==> src/rtl/irq_route_pkg.sv <==
package irq_route_pkg;

  localparam int ENTRY_W = 64;

  // entry bit positions
  localparam int VEC_LSB  = 0;
  localparam int DLV_LSB  = 8;
  localparam int DMODE_B  = 11;
  localparam int POL_B    = 13;
  localparam int TRIG_B   = 15;
  localparam int MASK_B   = 16;
  localparam int DEST_LSB = 56;

  typedef struct packed {
    logic [7:0] dest;
    logic       dest_mode;
    logic [2:0] deliv;
    logic [7:0] vector;
    logic       polarity;
    logic       level;
  } irq_msg_t;

  function automatic irq_msg_t decode_entry(input logic [ENTRY_W-1:0] e);
    irq_msg_t m;
    m.dest      = e[DEST_LSB +: 8];
    m.dest_mode = e[DMODE_B];
    m.deliv     = e[DLV_LSB +: 3];
    m.vector    = e[VEC_LSB +: 8];
    m.polarity  = e[POL_B];
    m.level     = e[TRIG_B];
    return m;
  endfunction

endpackage

==> src/rtl/irq_msg_build.sv <==
module irq_msg_build
  import irq_route_pkg::*;
#(
  parameter int NUM_PINS = 24,
  localparam int IDX_W = $clog2(NUM_PINS)
) (
  input  logic [NUM_PINS*ENTRY_W-1:0] tbl_flat,
  input  logic [IDX_W-1:0]            sel_idx,
  output irq_msg_t                    sel_msg,
  output logic [NUM_PINS-1:0]         mask_vec,
  output logic [NUM_PINS-1:0]         level_vec
);

  logic [ENTRY_W-1:0] sel_entry;

  genvar g;
  generate
    for (g = 0; g < NUM_PINS; g++) begin : g_fld
      assign mask_vec[g]  = tbl_flat[g*ENTRY_W + MASK_B];
      assign level_vec[g] = tbl_flat[g*ENTRY_W + TRIG_B];
    end
  endgenerate

  always_comb begin
    sel_entry = tbl_flat[sel_idx*ENTRY_W +: ENTRY_W];
    sel_msg   = decode_entry(sel_entry);
  end

endmodule

==> src/rtl/irq_req_bank.sv <==
module irq_req_bank #(
  parameter int NUM_PINS = 24,
  parameter int PIN_ID_W = 5,
  localparam int IDX_W = $clog2(NUM_PINS),
  localparam int PW1 = PIN_ID_W + 1
) (
  input  logic                clk,
  input  logic                rst_n,
  input  logic                ev_valid,
  input  logic [PIN_ID_W-1:0] ev_pin,
  input  logic                ev_assert,
  input  logic                ev_pulse,
  input  logic [NUM_PINS-1:0] level_vec,
  input  logic                visit_done,
  input  logic [IDX_W-1:0]    visit_idx,
  input  logic                delivered,
  output logic [NUM_PINS-1:0] pend,
  output logic                pin_kick
);

  logic [NUM_PINS-1:0] pulse_q;
  logic                in_range;

  assign in_range = {1'b0, ev_pin} < PW1'(NUM_PINS);
  assign pin_kick = ev_valid && ev_assert && in_range;

  genvar i;
  generate
    for (i = 0; i < NUM_PINS; i++) begin : g_pin
      logic hit, visit, set_ev, clr_ev, clr_scan;
      assign hit      = ev_valid && (ev_pin == PIN_ID_W'(i));
      assign visit    = visit_done && (visit_idx == IDX_W'(i));
      assign set_ev   = hit && ev_assert;
      assign clr_ev   = hit && !ev_assert && level_vec[i];
      assign clr_scan = visit && ((delivered && !level_vec[i]) || pulse_q[i]);

      always_ff @(posedge clk) begin
        if (!rst_n) begin
          pend[i]    <= 1'b0;
          pulse_q[i] <= 1'b0;
        end else begin
          if (set_ev)                   pend[i] <= 1'b1;
          else if (clr_ev || clr_scan)  pend[i] <= 1'b0;

          if (set_ev)                   pulse_q[i] <= ev_pulse && level_vec[i];
          else if (clr_ev || visit)     pulse_q[i] <= 1'b0;
        end
      end


      edge_clear_chk: assert property (@(posedge clk) disable iff (!rst_n)
        (visit && delivered && !level_vec[i] && !set_ev) |=> !pend[i]);


      lvl_deassert_chk: assert property (@(posedge clk) disable iff (!rst_n)
        (hit && !ev_assert && level_vec[i]) |=> !pend[i]);
    end
  endgenerate

endmodule

==> src/rtl/irq_scan_ctrl.sv <==
module irq_scan_ctrl #(
  parameter int NUM_PINS = 24,
  localparam int IDX_W = $clog2(NUM_PINS)
) (
  input  logic                clk,
  input  logic                rst_n,
  input  logic                kick,
  input  logic [NUM_PINS-1:0] pend,
  input  logic [NUM_PINS-1:0] mask_vec,
  input  logic                msg_ready,
  output logic                busy,
  output logic [IDX_W-1:0]    idx,
  output logic                visit_done,
  output logic                delivered,
  output logic                msg_valid
);

  localparam logic [IDX_W-1:0] LAST_IDX = IDX_W'(NUM_PINS - 1);

  logic rescan_q;
  logic eligible;
  logic at_last;

  assign eligible   = busy && pend[idx] && !mask_vec[idx];
  assign msg_valid  = eligible;
  assign visit_done = busy && (!eligible || msg_ready);
  assign delivered  = eligible && msg_ready;
  assign at_last    = (idx == LAST_IDX);

  always_ff @(posedge clk) begin
    if (!rst_n) begin
      busy     <= 1'b0;
      idx      <= '0;
      rescan_q <= 1'b0;
    end else if (!busy) begin
      if (kick) begin
        busy <= 1'b1;
        idx  <= '0;
      end
    end else if (visit_done && at_last) begin
      idx      <= '0;
      busy     <= rescan_q || kick;
      rescan_q <= 1'b0;
    end else begin
      if (kick)       rescan_q <= 1'b1;
      if (visit_done) idx <= idx + IDX_W'(1);
    end
  end


  scan_step_chk: assert property (@(posedge clk) disable iff (!rst_n)
    (visit_done && !at_last) |=> (busy && idx == $past(idx) + IDX_W'(1)));


  stall_hold_chk: assert property (@(posedge clk) disable iff (!rst_n)
    (msg_valid && !msg_ready) |=> (busy && $stable(idx)));


  rescan_run_chk: assert property (@(posedge clk) disable iff (!rst_n)
    (visit_done && at_last && rescan_q) |=> (busy && idx == '0));

endmodule

==> src/rtl/irq_route_engine.sv <==
module irq_route_engine
  import irq_route_pkg::*;
#(
  parameter int NUM_PINS = 24,
  parameter int PIN_ID_W = 5,
  localparam int IDX_W = $clog2(NUM_PINS),
  localparam int TBL_W = NUM_PINS * ENTRY_W,
  localparam int PW1 = PIN_ID_W + 1
) (
  input  logic                clk,
  input  logic                rst_n,
  input  logic [TBL_W-1:0]    tbl_flat,
  input  logic                tbl_changed,
  input  logic                ev_valid,
  input  logic [PIN_ID_W-1:0] ev_pin,
  input  logic                ev_assert,
  input  logic                ev_pulse,
  output logic                msg_valid,
  input  logic                msg_ready,
  output logic [7:0]          msg_dest,
  output logic                msg_dest_mode,
  output logic [2:0]          msg_deliv,
  output logic [7:0]          msg_vector,
  output logic                msg_polarity,
  output logic                msg_level
);

  logic [NUM_PINS-1:0] pend, mask_vec, level_vec;
  logic [IDX_W-1:0]    idx;
  logic                busy, visit_done, delivered, pin_kick, kick;
  irq_msg_t            sel_msg;

  assign kick = pin_kick || tbl_changed;

  irq_msg_build #(.NUM_PINS(NUM_PINS)) u_build (
    .tbl_flat  (tbl_flat),
    .sel_idx   (idx),
    .sel_msg   (sel_msg),
    .mask_vec  (mask_vec),
    .level_vec (level_vec)
  );

  irq_req_bank #(.NUM_PINS(NUM_PINS), .PIN_ID_W(PIN_ID_W)) u_bank (
    .clk        (clk),
    .rst_n      (rst_n),
    .ev_valid   (ev_valid),
    .ev_pin     (ev_pin),
    .ev_assert  (ev_assert),
    .ev_pulse   (ev_pulse),
    .level_vec  (level_vec),
    .visit_done (visit_done),
    .visit_idx  (idx),
    .delivered  (delivered),
    .pend       (pend),
    .pin_kick   (pin_kick)
  );

  irq_scan_ctrl #(.NUM_PINS(NUM_PINS)) u_scan (
    .clk        (clk),
    .rst_n      (rst_n),
    .kick       (kick),
    .pend       (pend),
    .mask_vec   (mask_vec),
    .msg_ready  (msg_ready),
    .busy       (busy),
    .idx        (idx),
    .visit_done (visit_done),
    .delivered  (delivered),
    .msg_valid  (msg_valid)
  );

  assign msg_dest      = sel_msg.dest;
  assign msg_dest_mode = sel_msg.dest_mode;
  assign msg_deliv     = sel_msg.deliv;
  assign msg_vector    = sel_msg.vector;
  assign msg_polarity  = sel_msg.polarity;
  assign msg_level     = sel_msg.level;


  out_of_range_chk: assert property (@(posedge clk) disable iff (!rst_n)
    (ev_valid && ({1'b0, ev_pin} >= PW1'(NUM_PINS)) && !busy) |=> (pend == $past(pend)));

endmodule

==> config.mk <==
export PLATFORM = sky130hd
export DESIGN_NAME = irq_route_engine
export DESIGN_NICKNAME = d
export VERILOG_FILES = /design/src/rtl/irq_route_pkg.sv /design/src/rtl/irq_msg_build.sv /design/src/rtl/irq_req_bank.sv /design/src/rtl/irq_scan_ctrl.sv /design/src/rtl/irq_route_engine.sv
export SDC_FILE = /design/constraint.sdc
export NUM_CORES = 1
export LEC_CHECK = 0
export BUFFER_PORTS_ARGS = -buffer_cell sky130_fd_sc_hd__buf_2
export CORE_AREA = 2 2 619 621
export DETAILED_ROUTE_END_ITERATION = 6
export DIE_AREA = 0 0 621 623
export GPL_ROUTABILITY_DRIVEN = 0
export GPL_TIMING_DRIVEN = 0
export HOLD_SLACK_MARGIN = 0.05
export SLEW_MARGIN = 25
export SYNTH_ARGS = -nofsm -noshare
export SYNTH_HDL_FRONTEND = slang
export SYNTH_SLANG_ARGS = --single-unit
==> constraint.sdc <==
create_clock -name clk -period 6.7 [get_ports clk]
set_input_delay 2.01 -clock clk [delete_from_list [all_inputs] [get_ports clk]]
set_output_delay 2.01 -clock clk [all_outputs]
set_load 0.01 [all_outputs]
Word level (Yosys, flattened, before mapping)
Cells that the tools add are included.

word-level totals
  flip-flop bits (word level) = 55
  ROM bits = 0
  memories = 0
  memory bits (writable) = 0
  output and inout bits = 23
  latch bits = 0

operators by class
  reduce and logical (&&, ||, !) cells = 354
  equal/unequal tests = 47
  divide/modulo/power cells = 0
  shift operators = 1
  bitwise logic cells = 0
  $add $sub $neg = 1
  $lt $le $gt $ge = 2
  muxes and demuxes = 109
  $mul = 0

operator list
  cell                 number
  $shiftx 1536x12->64  1
  $logic_and 1x1->1    198
  $mux 1               103
  $reduce_bool 2->1    50
  $eq 5x4->1 const B   16
  $eq 5x5->1 const B   16
  $logic_or 1x1->1     75
  $eq 5x3->1 const B   8
  $logic_not 1->1      27
  $eq 5x2->1 const B   4
  $mux 5               4
  $bmux 1 s5           2
  $eq 5x1->1 const B   2
  $logic_not 5->1      2
  $lt 5x6->1 const B   1
  $add 5x1->5 const B  1
  $lt 5x5->1 const B   1
  $reduce_and 2->1     2
  $ne 3x3->1 const B   1

Longest topological paths before layout
Gate-level depths: netlist of the first run.

  depth after elaboration = 12
  depth in mapped cells = 12
  mapped depth without buffers = 6

By module
A second synthesis of the first run with hierarchy kept.

unflattened totals
  cells, all modules = 997
  area, all modules = 8670.8 um^2

by module, submodules not included
  module            area an instance (um^2)  times used  cells an instance
  irq_msg_build     4842.1                   1           547
  irq_req_bank      3012.9                   1           347
  irq_scan_ctrl     809.5                    1           102
  irq_route_engine  6.3                      1           1

Worst setup path after synthesis of the first run
Ideal clock, no wire load.

  path kind = input-to-output
  start point = input port tbl_flat[1104]
  end point = output port msg_valid
  stages = 7
  arrival time = 3.469 ns
  slack = 1.221 ns
  path through = mux4_1 -> mux2_2 -> and2_1 -> buf_2 -> nand2b_4 -> buf_6 -> nor2_1

on the way
  longest elaborated chain between the ends = 4

ends and longest elaborated chain
  what                          line                    RTL
  start: declaration            irq_route_engine.sv:12  input logic [TBL_W-1:0] tbl_flat,
  $bmux 1 s5                    irq_scan_ctrl.sv:24     assign eligible = busy && pend[idx] && !mask_vec[idx];
  $mux 1 (implied by the code)  irq_scan_ctrl.sv:24
  $logic_not 1->1               irq_scan_ctrl.sv:24
  $logic_and 1x1->1             irq_scan_ctrl.sv:24
  end: declaration              irq_route_engine.sv:18  output logic msg_valid,

Every way passes these cells. The select of a mux whose other input is x is not followed.

Worst setup path in the final report of the first run
  start point = register u_scan.idx[1]
  end point = output port msg_vector[0]

on the way
  longest elaborated chain between the ends = 1

ends and longest elaborated chain
  what                      line                    RTL
  start: declaration        irq_scan_ctrl.sv:12     output logic [IDX_W-1:0] idx,
  start signal: assignment  irq_scan_ctrl.sv:46     if (visit_done) idx <= idx + IDX_W'(1);
  $shiftx 1536x12->64       irq_msg_build.sv:25     sel_entry = tbl_flat[sel_idx*ENTRY_W +: ENTRY_W];
  end: declaration          irq_route_engine.sv:23  output logic [7:0] msg_vector,

Every way passes these cells.

==> metrics.txt, run 1 <==
status=complete, no violations; Critical Path End Type=output port; vias in the first global route=10500; first-pass GRT wire length=between 100000 and 150000 microns; fill count=approximately 45000; CP max-delay cell=mux4_2; drt wl/cell=between 15 and 20 microns; pre-CTS setup slack=roughly 41 ps; min Tclk post-route=6370 ps; RSZ-0062 raised after global routing=false; nets=2933; Cell Area, Placed=17600 sq um; pin count of the biggest net entering global routing=16; most used cell, CP=mux4_2; Clock Skew=7.70 ps; layout cells sized above 1=0.592; vias per cell=about 1.8; number of CTS-inserted buffers=5; max-cap violations=0; die area=387000 sq um; Slew HR=0.370; htree depth=2; Min-Delay Path Class=flip-flop to flip-flop; Worst EP required=4690 ps; sequential share of the synthesized area=0.135; final wirelength=125000 microns; 1st-iter DRT viols=1406; DP HPWL=approximately 110000 microns; Hold Buf Count CTS=0; final hold vios=0; multi-input gate area in the final layout=6510 sq um; slew of the pin with the lowest slew margin=about 940 ps; FP Rows=roughly 230; CP Launch Type=flip-flop; Clock Latency Late Sink=around 300 ps; Ys Warns=0; Critical Path Start=u_scan.idx[1]; PD cells=78.7 nW/um^2; Final Max Tran Viols=0; worst ir drop on vdd=between 0.0001 and 0.00015 V; CP top delay family=buffers and inverters; Synth Net Count=2337; starting density of the core=0.0214; fin crit share=0.951; FMAX=157 MHz; Post-synth EDFFs=0; Num Clock Sinks=55; CP Buf/Inv Count=4; Die Width=a little over 600 microns; Finish-stage setup viols=0; crit path DAT=4360 ps; most frequent cells in the layout=596 x buf_2, 158 x mux4_2, 82 x nand2_1, 54 x dfxtp_1, 48 x nor2_1; Clk Tree Root Cell=clkbuf_16; synthesized flop and latch total=55; Reg clk slew, reported paths=70 ps; I/O pin total=1571; crit path kind=flip-flop to output port; Storage cell area=1100 sq um; core area=381000 sq um; gate count of the mapped netlist=784; maximum clock insertion buffer count=2; Die Y-Extent=623 microns; synth unique cells=62; total congestion overflow=0; TritonRoute pass-1 iters=5; synthesized area=~8200 sq um; DRC=0; Vias=11500; CTS tree=built; most common cell after layout, fill and taps aside=buf_2; setup ws final=329 ps; setup bufs post-CTS=0; syn_area_per_cell=10.4 sq um; initial antenna violation count=155; Crit Path Max Fanout=11; Cell Chain, Critical Path=clkbuf_1 > buf_4 > clkbuf_4 > mux4_2 > mux4_2 > nand2_1 > o21ai_0 > buf_2; Port Buf Inserts=582; hold path start=u_scan.rescan_q; max incr delay on CP=650 ps; post-CTS sizing=4; reg2reg start=u_scan.idx[1]; Routed Antenna Nets=0; asr flop ratio synth=0; Layout Cell Area excl Fill=17900 sq um; Lkg Pwr=4.93 nW; Layout area overhead=119%; Most used DFF post-synth=dfxtp_1; total track usage=0.0617
## worst min-delay path, delay by kind of cell, from the launching register on
kind                   cells  cell delay, ps
AO/OA/AOI/OAI              1              60
flip-flops                 1             320
buffers and inverters      1              50
## metrics by stage
| step | power, mW | instances | TNS, ps | util | hold WS, ps |
|---|---|---|---|---|---|
| 6_report | 1.41 | 6472 | 0 | 0.0470 | 468 |
| 3_3_place_gp | 1.13 | 6404 | -7190 | 0.0456 | 464 |
| 2_1_floorplan | 0.646 | 784 | 0 | - | 433 |
| 5_1_grt | 1.46 | 6445 | 0 | 0.0468 | 484 |
| 4_1_cts | 1.42 | 6419 | 0 | 0.0466 | 466 |
| 3_5_place_dp | 1.14 | 6411 | 0 | 0.0462 | 460 |
## synth_stat cells, types with 3 or more instances
library cell	n	area (sq um)
o311a_1	6	60.1
nand3_1	29	145
o21ai_0	38	190
nand2_1	82	308
buf_1	6	22.5
nor2b_1	8	50.1
a32o_1	16	160
a21oi_1	8	40.0
dfxtp_1	55	1100
and3_1	11	68.8
and2_1	8	50.1
a21o_1	5	37.5
o22ai_1	5	31.3
nor2_1	48	180
mux2i_1	23	230
buf_6	7	78.8
o41ai_1	23	201
ha_1	5	62.6
o211ai_1	33	248
inv_1	34	128
clkbuf_1	49	184
nand2b_1	4	25.0
buf_4	6	45.0
nor3_1	13	65.1
mux4_2	158	3560
a32oi_1	15	131
a41oi_1	19	166
a31oi_1	7	43.8
nor3b_1	3	22.5
buf_2	16	80.1
## cells by family (layout without fill, tap and decap cells)
group                    after synthesis  count (layout)  share of synthesized area
buffers and inverters                121             718                     0.0674
adder cells (fa/ha/maj)                5               5                    0.00767
AND/OR/NAND/NOR                      223             223                      0.132
flip-flops                            55              55                      0.135
AO/OA/AOI/OAI                        196             196                      0.187
other                                  0              53                          0
multiplexers                         184             184                      0.471
## flip-flops by register name (all words and copies together), names as in the netlist
name / count
u_bank.pend: 24
u_bank.pulse_q: 24
u_scan.busy: 1
u_scan.idx: 5
u_scan.rescan_q: 1
## routing by layer
metal,part of all wire,wire length (microns),global-route usage
met2,0.44,54600,0.0962
met4,0.023,2830,0.0108
met3,0.14,17900,0.0357
met5,0.0040,502,0
met1,0.39,48800,0.0734
## final timing paths
path | end | slack [ps] | cells past startpoint
setup reg to reg | u_scan.idx[3] | 2780 | 8
hold reg to reg | u_scan.busy | 470 | 2
setup / recovery | msg_vector[0] | 330 | 8
hold / removal | u_scan.busy | 470 | 2
## power by group
part / internal (mW) / switching, mW / total [mW]
logic: 0.330 / 0.452 / 0.782
registers: 0.330 / 0.00388 / 0.334
clock network: 0.160 / 0.130 / 0.290
## cell type report
class,count,area share
Sequential cell,55,0.0617
Antenna cell,53,0.00742
Timing Repair Buffer,589,0.172
Clock buffer,8,0.00875
Buffer,84,0.0255
Multi-Input combinational cell,608,0.364
Inverter,37,0.00777
Tap cell,5038,0.353
(Power assumes the default switching activity.)
==> run 2, diff against run 1 <==
- CAP_MARGIN: default -> 20
- CELL_PAD_IN_SITES_DETAIL_PLACEMENT: default -> 0
- CELL_PAD_IN_SITES_GLOBAL_PLACEMENT: default -> 1
- CORE_AREA: 2 2 619 621 -> 2 2 620 622
- DIE_AREA: 0 0 621 623 -> 0 0 622 624
- PLACE_DENSITY_LB_ADDON: default -> 0.1
- SETUP_SLACK_MARGIN: default -> 0.3
==> metrics.txt, run 2 (same netlist as run 1, synthesis figures left out) <==
worst ir drop on vdd=0.0000862 V (-19%); DP HPWL=118000 microns (+2.8%); post-layout util=0.0467 (-0.000293); htree depth=2 (unchanged); min Tclk post-route=6250 ps (-118 ps); max-cap violations=0 (unchanged); final wirelength=129000 microns (+3.5%); 1st-iter DRT viols=446 (-68%); max incr delay on CP=610 ps (-40 ps); Slew HR=0.308 (-0.0622); Layout area overhead=118%; final hold vios=0 (unchanged); status=complete, no violations; initial antenna violation count=106 (-32%); Port Buf Inserts=582 (unchanged); Num Clock Sinks=55 (unchanged); CTS tree=built; Die Y-Extent=624 microns (+0.16%); Final Max Tran Viols=0 (unchanged); Critical Path End Type=output port; Die Width=622 microns (+0.16%); nets=2932 (-0.034%); number of CTS-inserted buffers=5 (unchanged); combinational power share=0.561 (+0.005); Layout Cells excl Fill=6424 (-0.74%); largest registers=u_bank.pend (24), u_bank.pulse_q (24), u_scan.idx (5); Internal Dissipation=803 uW (-2.0%); RSZ-0062 raised after global routing=false; Cell Chain, Critical Path=buf_2 > mux4_1 > mux2_2 > and2_1 > buf_2 > nand2b_4 > buf_6 > nor2_1 > buf_2; total track usage=0.0644 (+0.00274); drt wl/cell=20.1 microns (+4.3%); Seq pwr share=0.230 (-0.007); vias in the first global route=11300 (+7.5%); core area=381000 sq um (+0.15%); Cell Count Post-Placement=6409 (-0.031%); FP Rows=227 (unchanged); grt met3 use=0.0151 (-0.0206); most common cell after layout, fill and taps aside=buf_2; Power Total=1.45 mW (+3.1%); setup ws final=447 ps (+118 ps); fill count=45300 (+0.17%); Clock Latency Late Sink=330 ps (+30 ps); TritonRoute pass-1 iters=5 (unchanged); total congestion overflow=0 (unchanged); setup_tns=0 ps (unchanged); Crit Path Max Fanout=10 (-1); Min-Delay Path Class=flip-flop to flip-flop; slew of the pin with the lowest slew margin=1040 ps (+93.2 ps); global routing usage on met1=0.0646 (-0.00880); switching share of power=0.446 (+0.0293); Clk Tree Root Cell=clkbuf_16; Clock Skew=14.8 ps (+7.10 ps); Worst EP required=4690 ps (about the same); most frequent cells in the layout=596 x buf_2, 158 x mux4_2, 81 x nand2_1, 54 x dfxtp_1, 48 x nor2_1; first-pass GRT wire length=155000 microns (+6.0%); Vias=10400 (-9.5%); pre-CTS setup slack=-523 ps (-564 ps); FMAX=160 MHz (+1.9%); die area=388000 sq um (+0.32%); Reg clk slew, reported paths=90 ps (+20 ps); maximum clock insertion buffer count=2 (unchanged); grt met2 use=0.136 (+0.0400); crit path kind=input port to output port; fin crit share=0.933 (-0.0177); gr busiest metal=met2; CP top delay family=multiplexers; crit path DAT=4240 ps (-120 ps); power share of the clock group=0.209 (+0.003); most used cell, CP=buf_2; Lkg Pwr=4.94 nW (+0.21%); Finish-stage setup viols=0 (unchanged); CP Launch Type=input port; PD cells=81.5 nW/um^2 (+3.6%); starting density of the core=0.0214 (-0.0000319); CP max-delay cell=mux4_1; CP Buf/Inv Count=4 (unchanged); layout cells sized above 1=0.602 (+0.0100); vias per cell=1.62 (-8.8%); Switch Pwr=647 uW (+10%); I/O pin total=1571 (unchanged); Routed Antenna Nets=0 (unchanged); DRC=0 (unchanged); pin count of the biggest net entering global routing=15 (-1)
run 2: cell count changes in the layout (fill, tap and decap cells not counted), sizes merged:
cell / delta
buf: -1
diode: -45
clkbuf: -2
run 2: metal layers:
layer / wire length (microns) / up-vias
met5: 327 / -
met4: 1260 / 54
met3: 6400 / 157
met2: 75800 / 414
met1: 45200 / 5282
li1: - / 4482
run 2: path summary, 6_finish.rpt:
| check | startpoint | to | slack (ps) | depth (start not counted) |
|---|---|---|---|---|
| worst max-delay path | tbl_flat[1104] | msg_valid | 450 | 9 |
| worst min register to register | u_scan.rescan_q | u_scan.busy | 490 | 2 |
| worst min-delay path | u_scan.rescan_q | u_scan.busy | 490 | 2 |
| worst max register to register | u_scan.idx[0] | u_bank.pulse_q[2] | 2920 | 12 |
run 2: power groups by stage:
stage	Combinational (mW)	Clock [mW]	Sequential, mW
2_1_floorplan	0.307	0	0.339
4_1_cts	0.901	0.336	0.335
6_report	0.814	0.303	0.334
3_3_place_gp	0.887	0	0.343
5_1_grt	0.897	0.333	0.335
3_5_place_dp	0.891	0	0.342
run 2: per-stage QoR:
stage	hold WS [ps]	cell area, sq um
final	486	17800
after global routing	501	17800
after CTS	488	17800
after detailed placement	472	17600
after global placement	485	17400
after floorplan	433	8150
run 2: cell type report:
class                      count  area (sq um)  area share
inverter                      37           139     0.00781
multi-input combinational    608          6570       0.370
buffer                        84           468      0.0263
antenna                        8          20.0     0.00113
clock buffer                   6           129     0.00725
sequential                    55          1100      0.0621
timing repair buffer         588          3050       0.171
tap                         5038          6300       0.354
run 2: tightest hold or removal path, stage by stage (launching register included):
cell and delay, ps:
dfxtp_1 320, inv_1 50, a31oi_1 70
run 2: timing repair:
action | 4_1_cts | 5_1_grt
resized for setup | 22 | 0
buffers inserted | 0 | 1
hold buffers | 0 | 0
gates cloned | 0 | 0
setup endpoints to repair | 23 | 1
endpoints found under the hold margin | 0 | 0
pin swaps | 0 | 1
==> run 3, diff against run 2 <==
- REMOVE_ABC_BUFFERS: default -> 1
==> metrics.txt, run 3 (same netlist as run 1, synthesis figures left out) <==
vias per cell=1.59 (-1.4%); Cell Area, Placed=17600 sq um (about the same); nets=2872 (-2.0%); Port Buf Inserts=586 (+0.69%); Hold Buf Count CTS=0 (unchanged); max incr delay on CP=710 ps (+100 ps); RSZ-0062 raised after global routing=false; total track usage=0.0566 (-0.00779); 1st-iter DRT viols=415 (-7.0%); number of CTS-inserted buffers=5 (unchanged); hold_ws=461 ps (-25.4 ps); I/O pin total=1571 (unchanged); largest registers=u_bank.pend (24), u_bank.pulse_q (24), u_scan.idx (5); FP Rows=227 (unchanged); Clock Latency Late Sink=350 ps (+20 ps); Layout Cell Area excl Fill=17800 sq um (+0.12%); Worst EP required=4690 ps (about the same); Clk Tree Root Cell=clkbuf_16; starting density of the core=0.0214 (unchanged); PD cells=79.8 nW/um^2 (-2.1%); most used cell, CP=buf_2; htree depth=2 (unchanged); final hold vios=0 (unchanged); CTS tree=built; CP Launch Type=input port; most common cell after layout, fill and taps aside=buf_2; max-cap violations=0 (unchanged); DP HPWL=100000 microns (-15%); Power Total=1.42 mW (-2.0%); status=complete, no violations; Cell Chain, Critical Path=buf_2 > nor3b_1 > a311oi_2 > o32ai_2 > a211oi_4 > buf_6 > nor2_4 > buf_2; Critical Path End Type=output port; Vias=10200 (-2.1%); vias in the first global route=10900 (-3.5%); Final Max Tran Viols=0 (unchanged); slew of the pin with the lowest slew margin=1010 ps (-28.3 ps); setup ws final=535 ps (+87.7 ps); Min-Delay Path Class=flip-flop to flip-flop; initial antenna violation count=151 (+42%); min Tclk post-route=6170 ps (-87.7 ps); Num Clock Sinks=55 (unchanged); DRC=0 (unchanged); hold path start=u_scan.rescan_q; reg2reg start=u_scan.idx[0]; setup_tns=0 ps (unchanged); Die Width=622 microns (unchanged); final wirelength=114000 microns (-12%); Crit Path Max Fanout=9 (-1); pre-CTS setup slack=-161 ps (+363 ps); setup bufs post-CTS=0 (unchanged); crit path DAT=4160 ps (-80 ps); FMAX=162 MHz (+1.4%); Clock Skew=10.1 ps (-4.74 ps); drt wl/cell=17.8 microns (-11%); Reg clk slew, reported paths=90 ps (about the same); fin crit share=0.920 (-0.0131); Layout area overhead=118%; die area=388000 sq um (unchanged); layout cells sized above 1=0.616 (+0.0143); Critical Path Start=tbl_flat[16]; CP max-delay cell=a311oi_2; most frequent cells in the layout=584 x buf_2, 158 x mux4_2, 80 x nand2_1, 50 x dfxtp_1, 45 x nor2_1; TritonRoute pass-1 iters=5 (unchanged); total congestion overflow=0 (unchanged); first-pass GRT wire length=139000 microns (-10%); worst ir drop on vdd=0.000101 V (+17%); maximum clock insertion buffer count=2 (unchanged); pin count of the biggest net entering global routing=39 (+24); Lkg Pwr=4.86 nW (-1.6%); crit path kind=input port to output port; Routed Antenna Nets=0 (unchanged); Slew HR=0.324 (+0.0164); core area=381000 sq um (unchanged); Finish-stage setup viols=0 (unchanged); Die Y-Extent=624 microns (unchanged)
## run 3: metal layers
layer	routed length [microns]	vias up	track usage
li1	-	4394	-
met1	38800	4966	0.0562
met2	66100	492	0.119
met3	6860	228	0.0164
met4	1150	92	0.00223
met5	603	-	0
## run 3: what timing repair did
action	4_1_cts	5_1_grt
hold endpoints to repair	0	0
setup endpoints to repair	1	0
resized for setup	4	0
## run 3: power breakdown
| group | internal, mW | switching (mW) |
|---|---|---|
| registers | 0.329 | 0.0166 |
| logic | 0.337 | 0.390 |
| clock network | 0.162 | 0.186 |
## run 3: critical path: cells and delay by family
kind / cells / cell delay [ps]
buf+inv: 3 / 510
compound gates: 3 / 1480
simple gates: 2 / 130
## run 3: final cells by class
cell class / count / area [sq um]
Clock buffer: 8 / 156
Inverter: 37 / 146
Fill cell: 45300 / 363000
Antenna cell: 23 / 57.6
Sequential cell: 55 / 1110
Timing Repair Buffer: 612 / 3450
Tap cell: 5038 / 6300
Multi-Input combinational cell: 608 / 6580
## run 3: final timing paths
check / to / slack [ps] / cells past startpoint
min: u_scan.busy / 460 / 2
max reg2reg: u_bank.pend[10] / 3090 / 7
max: msg_valid / 530 / 8
min reg2reg: u_scan.busy / 460 / 2
## run 3: per-stage QoR
step / utilization / instances
3_3_place_gp: 0.0445 / 6324
6_report: 0.0467 / 6381
3_5_place_dp: 0.0461 / 6350
5_1_grt: 0.0466 / 6369
2_1_floorplan: - / 700
4_1_cts: 0.0466 / 6358
